$ cat src/rtl/adc_rd_pkg.sv
package adc_rd_pkg;

  typedef enum logic [2:0] {
    ST_IDLE,
    ST_LEAD,
    ST_LOW,
    ST_HIGH,
    ST_GAP
  } seq_st_t;

  localparam int unsigned LEAD_BITS   = 2;
  localparam longint      SCLK_MIN_HZ = 64'd1_000_000;
  localparam longint      SCLK_MAX_HZ = 64'd5_000_000;
  localparam longint      MIN_LVL_NS  = 64'd20;
  localparam longint      MIN_CS_NS   = 64'd8;
  localparam longint      MIN_GAP_NS  = 64'd20;

  // Smallest whole number of system clocks covering ns nanoseconds.
  function automatic longint cycles_for_ns(longint clk_hz, longint ns);
    return (ns * clk_hz + 64'd999_999_999) / 64'd1_000_000_000;
  endfunction

  // Serial clock frequency range, checked without division rounding.
  function automatic bit rate_ok(longint clk_hz, longint half);
    return (2 * half * SCLK_MAX_HZ >= clk_hz) && (2 * half * SCLK_MIN_HZ <= clk_hz);
  endfunction

  function automatic bit cfg_ok(longint clk_hz, longint half, longint gap);
    return rate_ok(clk_hz, half)
        && (half >= cycles_for_ns(clk_hz, MIN_LVL_NS))
        && (half >= cycles_for_ns(clk_hz, MIN_CS_NS))
        && (gap  >= cycles_for_ns(clk_hz, MIN_GAP_NS))
        && (gap  >= 1);
  endfunction

  // Cycles chip select is low in one frame: lead-in plus both phases of every clock.
  function automatic int unsigned frame_low_cycles(int unsigned half, int unsigned nclk);
    return half * (2 * nclk + 1);
  endfunction

endpackage

$ cat src/rtl/adc_rd_timer.sv
module adc_rd_timer #(
  parameter int unsigned HALF_CYC = 20,
  parameter int unsigned GAP_CYC  = 4
) (
  input  logic clk,
  input  logic rst_n,
  input  logic run,
  input  logic sel_gap,
  output logic phase_end
);
  localparam int unsigned MAXC = (HALF_CYC > GAP_CYC) ? HALF_CYC : GAP_CYC;
  localparam int unsigned CW   = (MAXC > 1) ? $clog2(MAXC) : 1;
  localparam logic [CW-1:0] HALF_LAST = CW'(HALF_CYC - 1);
  localparam logic [CW-1:0] GAP_LAST  = CW'(GAP_CYC - 1);

  logic [CW-1:0] cnt_q;
  logic [CW-1:0] limit;

  assign limit     = sel_gap ? GAP_LAST : HALF_LAST;
  assign phase_end = run && (cnt_q == limit);

  always_ff @(posedge clk or negedge rst_n) begin
    if (!rst_n)                 cnt_q <= '0;
    else if (!run || phase_end) cnt_q <= '0;
    else                        cnt_q <= cnt_q + 1'b1;
  end

  AST_PHASE_BOUND: assert property (@(posedge clk) disable iff (!rst_n)
    run |-> (cnt_q <= limit));

endmodule

$ cat src/rtl/adc_rd_seq.sv
module adc_rd_seq
  import adc_rd_pkg::*;
#(
  parameter int unsigned FRAME_CLKS = 18,
  parameter int unsigned GAP_CYC    = 4,
  localparam int unsigned BW        = $clog2(FRAME_CLKS + 1)
) (
  input  logic          clk,
  input  logic          rst_n,
  input  logic          start,
  input  logic          cont,
  input  logic          phase_end,
  output logic          cs_n,
  output logic          sclk,
  output logic          busy,
  output logic          run,
  output logic          sel_gap,
  output logic          rise_evt,
  output logic [BW-1:0] rise_num
);
  localparam logic [BW-1:0] LAST_RISE = BW'(FRAME_CLKS);

  seq_st_t       st_q, st_d;
  logic [BW-1:0] nrise_q;
  logic          cs_n_q, sclk_q;

  assign run      = (st_q != ST_IDLE);
  assign sel_gap  = (st_q == ST_GAP);
  assign busy     = run;
  assign rise_evt = (st_q == ST_LOW) && phase_end;
  assign rise_num = nrise_q + 1'b1;
  assign cs_n     = cs_n_q;
  assign sclk     = sclk_q;

  always_comb begin
    st_d = st_q;
    unique case (st_q)
      ST_IDLE: if (start)     st_d = ST_LEAD;
      ST_LEAD: if (phase_end) st_d = ST_LOW;
      ST_LOW:  if (phase_end) st_d = ST_HIGH;
      ST_HIGH: if (phase_end) st_d = (nrise_q == LAST_RISE) ? ST_GAP : ST_LOW;
      ST_GAP:  if (phase_end) st_d = cont ? ST_LEAD : ST_IDLE;
      default:                st_d = ST_IDLE;
    endcase
  end

  always_ff @(posedge clk or negedge rst_n) begin
    if (!rst_n) begin
      st_q    <= ST_IDLE;
      nrise_q <= '0;
      cs_n_q  <= 1'b1;
      sclk_q  <= 1'b1;
    end else begin
      st_q   <= st_d;
      cs_n_q <= (st_d == ST_IDLE) || (st_d == ST_GAP);
      sclk_q <= (st_d != ST_LOW);
      if (st_d == ST_LEAD) nrise_q <= '0;
      else if (rise_evt)   nrise_q <= rise_num;
    end
  end

  // Observation-only: consecutive cycles with chip select high, saturating.
  logic [7:0] hi_run_q;
  always_ff @(posedge clk or negedge rst_n) begin
    if (!rst_n)              hi_run_q <= 8'hFF;
    else if (!cs_n_q)        hi_run_q <= '0;
    else if (hi_run_q != 8'hFF) hi_run_q <= hi_run_q + 1'b1;
  end

  AST_SCLK_IDLE_HIGH: assert property (@(posedge clk) disable iff (!rst_n)
    cs_n |-> sclk);
  AST_RISE_LIMIT: assert property (@(posedge clk) disable iff (!rst_n)
    rise_evt |-> (rise_num <= LAST_RISE));
  AST_CS_HOLD: assert property (@(posedge clk) disable iff (!rst_n)
    $rose(cs_n) |-> $past(sclk));
  AST_GAP_MIN: assert property (@(posedge clk) disable iff (!rst_n)
    $fell(cs_n) |-> (hi_run_q >= 8'((GAP_CYC > 254) ? 254 : GAP_CYC)));
  AST_BUSY_COVERS_CS: assert property (@(posedge clk) disable iff (!rst_n)
    !cs_n |-> busy);

endmodule

$ cat src/rtl/adc_rd_deser.sv
module adc_rd_deser #(
  parameter int unsigned RES_W     = 16,
  parameter int unsigned SKIP_BITS = 2,
  parameter int unsigned BW        = 5
) (
  input  logic             clk,
  input  logic             rst_n,
  input  logic             rise_evt,
  input  logic [BW-1:0]    rise_num,
  input  logic             sdata,
  output logic [RES_W-1:0] result,
  output logic             result_valid
);
  localparam logic [BW-1:0] FIRST_KEEP = BW'(SKIP_BITS + 1);
  localparam logic [BW-1:0] LAST_KEEP  = BW'(SKIP_BITS + RES_W);

  logic [RES_W-1:0] shreg_q;
  logic [RES_W-1:0] shreg_d;
  logic             keep_bit, last_bit;

  assign keep_bit = rise_evt && (rise_num >= FIRST_KEEP);
  assign last_bit = rise_evt && (rise_num == LAST_KEEP);
  assign shreg_d  = {shreg_q[RES_W-2:0], sdata};

  always_ff @(posedge clk or negedge rst_n) begin
    if (!rst_n) begin
      shreg_q      <= '0;
      result       <= '0;
      result_valid <= 1'b0;
    end else begin
      result_valid <= last_bit;
      if (keep_bit) shreg_q <= shreg_d;
      if (last_bit) result  <= shreg_d;
    end
  end

  AST_VALID_SINGLE: assert property (@(posedge clk) disable iff (!rst_n)
    result_valid |=> !result_valid);
  AST_RESULT_HELD: assert property (@(posedge clk) disable iff (!rst_n)
    !result_valid |-> $stable(result));
  AST_NO_EARLY_KEEP: assert property (@(posedge clk) disable iff (!rst_n)
    (rise_evt && rise_num <= BW'(SKIP_BITS)) |=> $stable(shreg_q));

endmodule

$ cat src/rtl/adc_rd_ctrl.sv
module adc_rd_ctrl
  import adc_rd_pkg::*;
#(
  parameter int unsigned CLK_HZ   = 100_000_000,
  parameter int unsigned HALF_CYC = 20,
  parameter int unsigned GAP_CYC  = 4,
  parameter int unsigned RES_W    = 16
) (
  input  logic             clk,
  input  logic             rst_n,
  input  logic             start,
  input  logic             cont,
  input  logic             sdata,
  output logic             cs_n,
  output logic             sclk,
  output logic             busy,
  output logic [RES_W-1:0] result,
  output logic             result_valid
);
  localparam int unsigned FRAME_CLKS = RES_W + LEAD_BITS;
  localparam int unsigned BW         = $clog2(FRAME_CLKS + 1);

  // refuse configurations outside the converter's timing window.
  generate
    if (!cfg_ok(longint'(CLK_HZ), longint'(HALF_CYC), longint'(GAP_CYC))) begin : g_bad_cfg
      $error("adc_rd_ctrl: HALF_CYC/GAP_CYC out of range for CLK_HZ");
    end
  endgenerate

  logic          run, sel_gap, phase_end, rise_evt;
  logic [BW-1:0] rise_num;

  adc_rd_timer #(
    .HALF_CYC (HALF_CYC),
    .GAP_CYC  (GAP_CYC)
  ) u_timer (
    .clk       (clk),
    .rst_n     (rst_n),
    .run       (run),
    .sel_gap   (sel_gap),
    .phase_end (phase_end)
  );

  adc_rd_seq #(
    .FRAME_CLKS (FRAME_CLKS),
    .GAP_CYC    (GAP_CYC)
  ) u_seq (
    .clk       (clk),
    .rst_n     (rst_n),
    .start     (start),
    .cont      (cont),
    .phase_end (phase_end),
    .cs_n      (cs_n),
    .sclk      (sclk),
    .busy      (busy),
    .run       (run),
    .sel_gap   (sel_gap),
    .rise_evt  (rise_evt),
    .rise_num  (rise_num)
  );

  adc_rd_deser #(
    .RES_W     (RES_W),
    .SKIP_BITS (LEAD_BITS),
    .BW        (BW)
  ) u_deser (
    .clk          (clk),
    .rst_n        (rst_n),
    .rise_evt     (rise_evt),
    .rise_num     (rise_num),
    .sdata        (sdata),
    .result       (result),
    .result_valid (result_valid)
  );

  AST_VALID_IN_FRAME: assert property (@(posedge clk) disable iff (!rst_n)
    result_valid |-> (!cs_n && sclk));
  AST_SAMPLE_ON_RISE: assert property (@(posedge clk) disable iff (!rst_n)
    rise_evt |=> $rose(sclk));

endmodule

$ cat config.mk
export PLATFORM = sky130hd
export DESIGN_NAME = adc_rd_ctrl
export DESIGN_NICKNAME = d
export VERILOG_FILES = /design/src/rtl/adc_rd_pkg.sv /design/src/rtl/adc_rd_timer.sv /design/src/rtl/adc_rd_seq.sv /design/src/rtl/adc_rd_deser.sv /design/src/rtl/adc_rd_ctrl.sv
export SDC_FILE = /design/constraint.sdc
export NUM_CORES = 1
export LEC_CHECK = 0
export BUFFER_PORTS_ARGS = -buffer_cell sky130_fd_sc_hd__buf_2
export CAP_MARGIN = 20
export CORE_MARGIN = 2
export CORE_UTILIZATION = 51
export CTS_BUF_LIST = sky130_fd_sc_hd__clkbuf_16
export CTS_CLUSTER_DIAMETER = 150
export DETAILED_ROUTE_END_ITERATION = 8
export PLACE_DENSITY = 0.8
export REMOVE_ABC_BUFFERS = 1
export SYNTH_ARGS = -nofsm -noshare
export SYNTH_HDL_FRONTEND = slang
export SYNTH_SLANG_ARGS = --single-unit
$ cat constraint.sdc
create_clock -name clk -period 2.3 [get_ports clk]
set_input_delay 0.23 -clock clk [delete_from_list [all_inputs] [get_ports clk]]
set_output_delay 0.23 -clock clk [all_outputs]
set_load 0.01 [all_outputs]
After elaboration in Yosys (flattened, before gate mapping). Index checks and enable logic that the tools add are counted.

Output and inout port bits: 20. Input bits: 5. Logic and storage cells: 44. Flip-flop bits (word level): 47.

Reduce and logical (&&, ||, !) cells: 11. Equal/unequal tests: 10. Add/subtract/negate cells: 2. Order comparisons: 1. Muxes and demuxes: 12.

Operators by type and width (count): 5-bit 2-to-1 mux (4); 3-bit 2-to-1 mux (6); 3-bit case mux with 5 select lines (1); 5-bit by 1-bit adder with 5-bit output (second input constant) (2); 5-bit equality test (second input constant) (2); 3-bit by 1-bit equality test with 1-bit output (second input constant) (2); 3-bit by 2-bit equality test with 1-bit output (second input constant) (2); 3-bit equality test (second input constant) (2); 3-bit zero test (2); 5-bit equality test (1); 5-bit by 2-bit greater-or-equal comparator with 1-bit output (second input constant) (1); 1-bit logical AND (4); 3-bit by 2-bit inequality test with 1-bit output (second input constant) (1); 3-bit nonzero test (1); 1-bit logical OR (2); 2-bit nonzero test (1); 1-bit zero test (1); 1-bit 2-to-1 mux (1).

Logic depth before layout (Yosys ltp).
Depth after elaboration: 8. Gate-level depth with buffers: 7. Gate-level depth less buffers: 6.

Cells and area by module. Synthesis repeated with hierarchy kept, for this count alone.

Cells, all modules: 157. Area total of the unflattened synthesis: 2177.1 µm².

Modules (own cells, without submodules): adc_rd_deser (instances 1, cells each 69, sequential area each 800.8 µm², area each 1312.5 µm²); adc_rd_seq (instances 1, cells each 66, sequential area each 252.7 µm², area each 624.3 µm²); adc_rd_timer (instances 1, cells each 22, sequential area each 125.1 µm², area each 240.2 µm²).

Least setup slack after synthesis. No wires, ideal clock.

Path type: register -> register. Start point: register u_seq.nrise_q[0]. End point: register u_deser.result[10]. Library setup time: 125 ps. Setup slack: 143 ps. Cell stages (with the launch flop): 7. Clock period less this slack: 2157 ps. Buffers on the path: 1. Data required time: 2175 ps. Arrival: 2032 ps. Cells stage by stage: dfrtp_1 -> ha_1 -> and3_1 -> xnor2_1 -> nor4b_4 -> buf_6 -> mux2_2.

Word-level cells in the longest chain between the ends: 3.

Ends and longest elaborated chain: start, declared (RTL line adc_rd_seq.sv:24) `logic [BW-1:0] nrise_q;`; start signal, assigned (RTL line adc_rd_seq.sv:58) `else if (rise_evt) nrise_q <= rise_num;`; 5-bit by 1-bit adder with 5-bit output (RTL line adc_rd_seq.sv:31) `assign rise_num = nrise_q + 1'b1;`; 5-bit equality test (RTL line adc_rd_deser.sv:22) `assign last_bit = rise_evt && (rise_num == LAST_KEEP);`; 1-bit logical AND (RTL line adc_rd_deser.sv:22); end signal, assigned (RTL line adc_rd_deser.sv:33) `if (last_bit) result <= shreg_d;`; end, declared (RTL line adc_rd_deser.sv:11) `output logic [RES_W-1:0] result,`.

Every way passes these cells. A chain may end at the register's enable or synchronous reset.

Worst setup path in the final report.
Start point: register u_seq.nrise_q[1]. End point: register u_deser.result[8].

The elaborated chain is that of the path after synthesis.

==> run metrics <==
status completed; gpl congestion 0.8086; Avg Cell Area, Syn 13.30 sq um; clk slew on worst S/H paths 60 ps; register area 0.001179 sq mm; routed len/inst 15.79 microns; drt first pass iters 4; synthesized cell area 0.002115 sq mm; Post-Synth XOR/XNOR Area 4.142%; CP Data Arrival Time 2310 ps; final instance area 0.002469 sq mm; Max Root-Sink Buffers 2; Max-slew headroom 61.33%; Die Y 68.39 microns; Synth Register Bits 47; first-pass GRT wire length 6430 microns; Yosys cell types 38; vias in the first global route 1342; Global Route Usage Sum 18.98%; via count 1351; crit path launch u_seq.nrise_q[1]$_DFFE_PN0P_; Final Setup Violations 0; simple-gate share of the synthesized area 11.89%; RSZ-0062 raised after global routing no; number of DRC markers in iteration 0 69; maximum clock rate 467.7 MHz; Post-Syn Instances 159; GRT overflow 0; Pleak 1.207 nW; row cnt 23; Main synth FF type dfrtp_1; Final Hold Vio Count 0; Synth Area in Adders 2.367%; H-tree depth 2; switching power 0.5854 mW; startpoint types flop; Clock power frac 34.1%; pin slew with the least headroom to its limit 577.6 ps; Ys Warns 0; crit share post-route 92.97%; layout cell share with drive strength beyond 1 39.58%; fraction of power consumed by sequential logic 49.3%; Multi-input gate area 890.9 sq um; Internal 1.462 mW; Worst Hold Class primary input to flop; placed cell areas 0.002305 sq mm; Max Cap Viol 0; Synth Area in Compound Gates 6.331%; asr flop ratio synth 100.0%; Routed Antenna Nets 0; RR Startpoint u_seq.nrise_q[1]$_DFFE_PN0P_; CP Max Fanout 16; antenna violations before repair 0; Slew Limit Fails 0; Num CTS Buffers 5; Crit Path Class flop to flop; post-place setup slack 161.4 ps; HPWL after detailed placement 2613 microns; Tmin final 2138 ps; core area 0.004000 sq mm; reg-to-reg endpoint u_deser.result[8]$_DFFE_PN0P_; Initial Util 52.86%; DRC Markers 0; final std cells w/o fill 242; clk_lat worst skew 290 ps; sequential fraction of the synthesis area 55.74%; fin worst setup slack 161.7 ps; Root Buffer clkbuf_16; mux share of post-synthesis cell area 16.98%; crit path capture type flop; die area 0.004677 sq mm; total wire length 3822 microns; skew final 5.605 ps; WP data required 2470 ps; Layout area overhead 16.75%; largest family of logic cells by synthesized area multiplexers; PwrDens 829.3 mW/mm^2; placed cells 233; r2r setup slk 160 ps; IO Pins 25; largest net degree at the start of global routing 29; Setup Buffers After CTS 0; VDD IR max 0.5171 mV; fill count 328; port bufs 24; vias per cell 5.583; Die X 68.39 microns; CTS tree yes; Setup crit end u_deser.result[8]$_DFFE_PN0P_; switching part of the total 28.60%; combinational share of power 16.6%; clk sinks 47; Antenna diodes 0; fin nets 200; hold_ws 195.7 ps; Post-synth EDFFs 0; worst-case reg-to-reg path depth 6
-- what timing repair did --
item / in CTS / in global routing
hold buffers: 1 / 0
setup endpoints to repair: 0 / 30
endpoints found under the hold margin: 17 / 0
gates resized for setup: 0 / 2
-- Yosys cell counts (2+ instances only) --
library cell	n	share of area, %
a21oi_1	7	1.7
dfrtp_1	45	53
ha_1	4	2.4
dfstp_2	2	2.5
mux2_2	31	17
buf_6	2	1.1
nand2_1	2	0.36
inv_1	5	0.89
o21ai_0	6	1.4
nor3_1	2	0.47
xnor2_1	4	1.7
nor2_1	7	1.2
nand3_1	8	1.9
and2_1	3	0.89
xor2_1	6	2.5
and3_1	2	0.59
nor4b_1	2	0.83
-- cell type report --
| class | count | area share [%] |
|---|---|---|
| clock buffer | 5 | 5.068 |
| clock inverter | 3 | 0.8109 |
| inverter | 5 | 0.7603 |
| multi-input combinational | 103 | 36.09 |
| sequential | 47 | 47.74 |
| tap | 50 | 2.534 |
| timing repair buffer | 29 | 6.994 |
-- logic make-up after synthesis --
logic type	count (synthesis)
compound gates	20
xor+xnor	10
fa+ha+maj	4
buf+inv	9
flops	47
mux	32
simple gates	37
-- sequential cells by signal (all words and copies together) (netlist names) --
signal / count
u_deser.result: 16
u_deser.shreg_q: 15
u_seq.nrise_q: 5
u_timer.cnt_q: 5
u_seq.st_q: 3
u_deser.result_valid: 1
u_seq.cs_n: 1
u_seq.sclk: 1
-- per-layer routing --
| layer | up-vias | part of all wire, % | track usage [%] |
|---|---|---|---|
| li1 | 632 | - | - |
| met5 | - | 0 | 0 |
| met2 | 30 | 50 | 31.37 |
| met4 | 0 | 1.6 | 7.500 |
| met1 | 682 | 43 | 23.35 |
| met3 | 7 | 4.6 | 5.428 |
-- power by group through the flow --
stage	logic (mW)	clock network [mW]	registers, mW
after global routing	0.391	0.742	1.02
final	0.340	0.698	1.01
after CTS	0.336	0.712	1.00
after global placement	0.313	0	1.01
after detailed placement	0.330	0	1.02
after floorplan	0.241	0	1.00
-- stage by stage --
step                      power (mW)  TNS, ps  utilization (%)
final                          2.047        0            61.71
after global routing           2.158        0            61.71
after CTS                      2.051        0            61.50
after detailed placement       1.348        0            57.62
after global placement         1.324        0            57.62
after floorplan                1.243    -9858                -
-- critical path, stage by stage, from the launching register on --
cell and delay (ps):
dfrtp_1 450, ha_1 250, and3_1 240, xnor2_1 190, nor4b_4 350, buf_12 200
mux2_2 340
-- how the worst min path moves through the flow --
stage | from | end | slack (ps) | cells after the start
2_1_floorplan | rst_n | u_deser.result[0]$_DFFE_PN0P_ | -70 | 0
3_3_place_gp | rst_n | u_timer.cnt_q[4]$_DFF_PN0_ | 200 | 1
3_5_place_dp | rst_n | u_seq.st_q[2]$_DFF_PN0_ | 200 | 1
4_1_cts | sdata | u_deser.result[0]$_DFFE_PN0P_ | 190 | 2
5_1_grt | sdata | u_deser.result[0]$_DFFE_PN0P_ | 200 | 2
6_report | sdata | u_deser.result[0]$_DFFE_PN0P_ | 200 | 2
-- cell usage in the layout, fill, tap and decap left out, types with 2 or more instances in the layout --
| cell | Yosys | layout |
|---|---|---|
| dfrtp_1 | 45 | 45 |
| mux2_2 | 31 | 31 |
| buf_2 | 1 | 24 |
| nand3_1 | 8 | 8 |
| nor2_1 | 7 | 7 |
| a21oi_1 | 7 | 7 |
| o21ai_0 | 6 | 6 |
| xor2_1 | 6 | 6 |
| inv_1 | 5 | 5 |
| clkbuf_16 | 0 | 5 |
| xnor2_1 | 4 | 4 |
| and2_1 | 3 | 3 |
| ha_1 | 4 | 3 |
| buf_4 | 1 | 3 |
| nand2_1 | 2 | 2 |
| nor3_1 | 2 | 2 |
| nor4b_1 | 2 | 2 |
| and3_1 | 2 | 2 |
| dfstp_2 | 2 | 2 |
No activity file was read; power rests on OpenSTA's default activity.
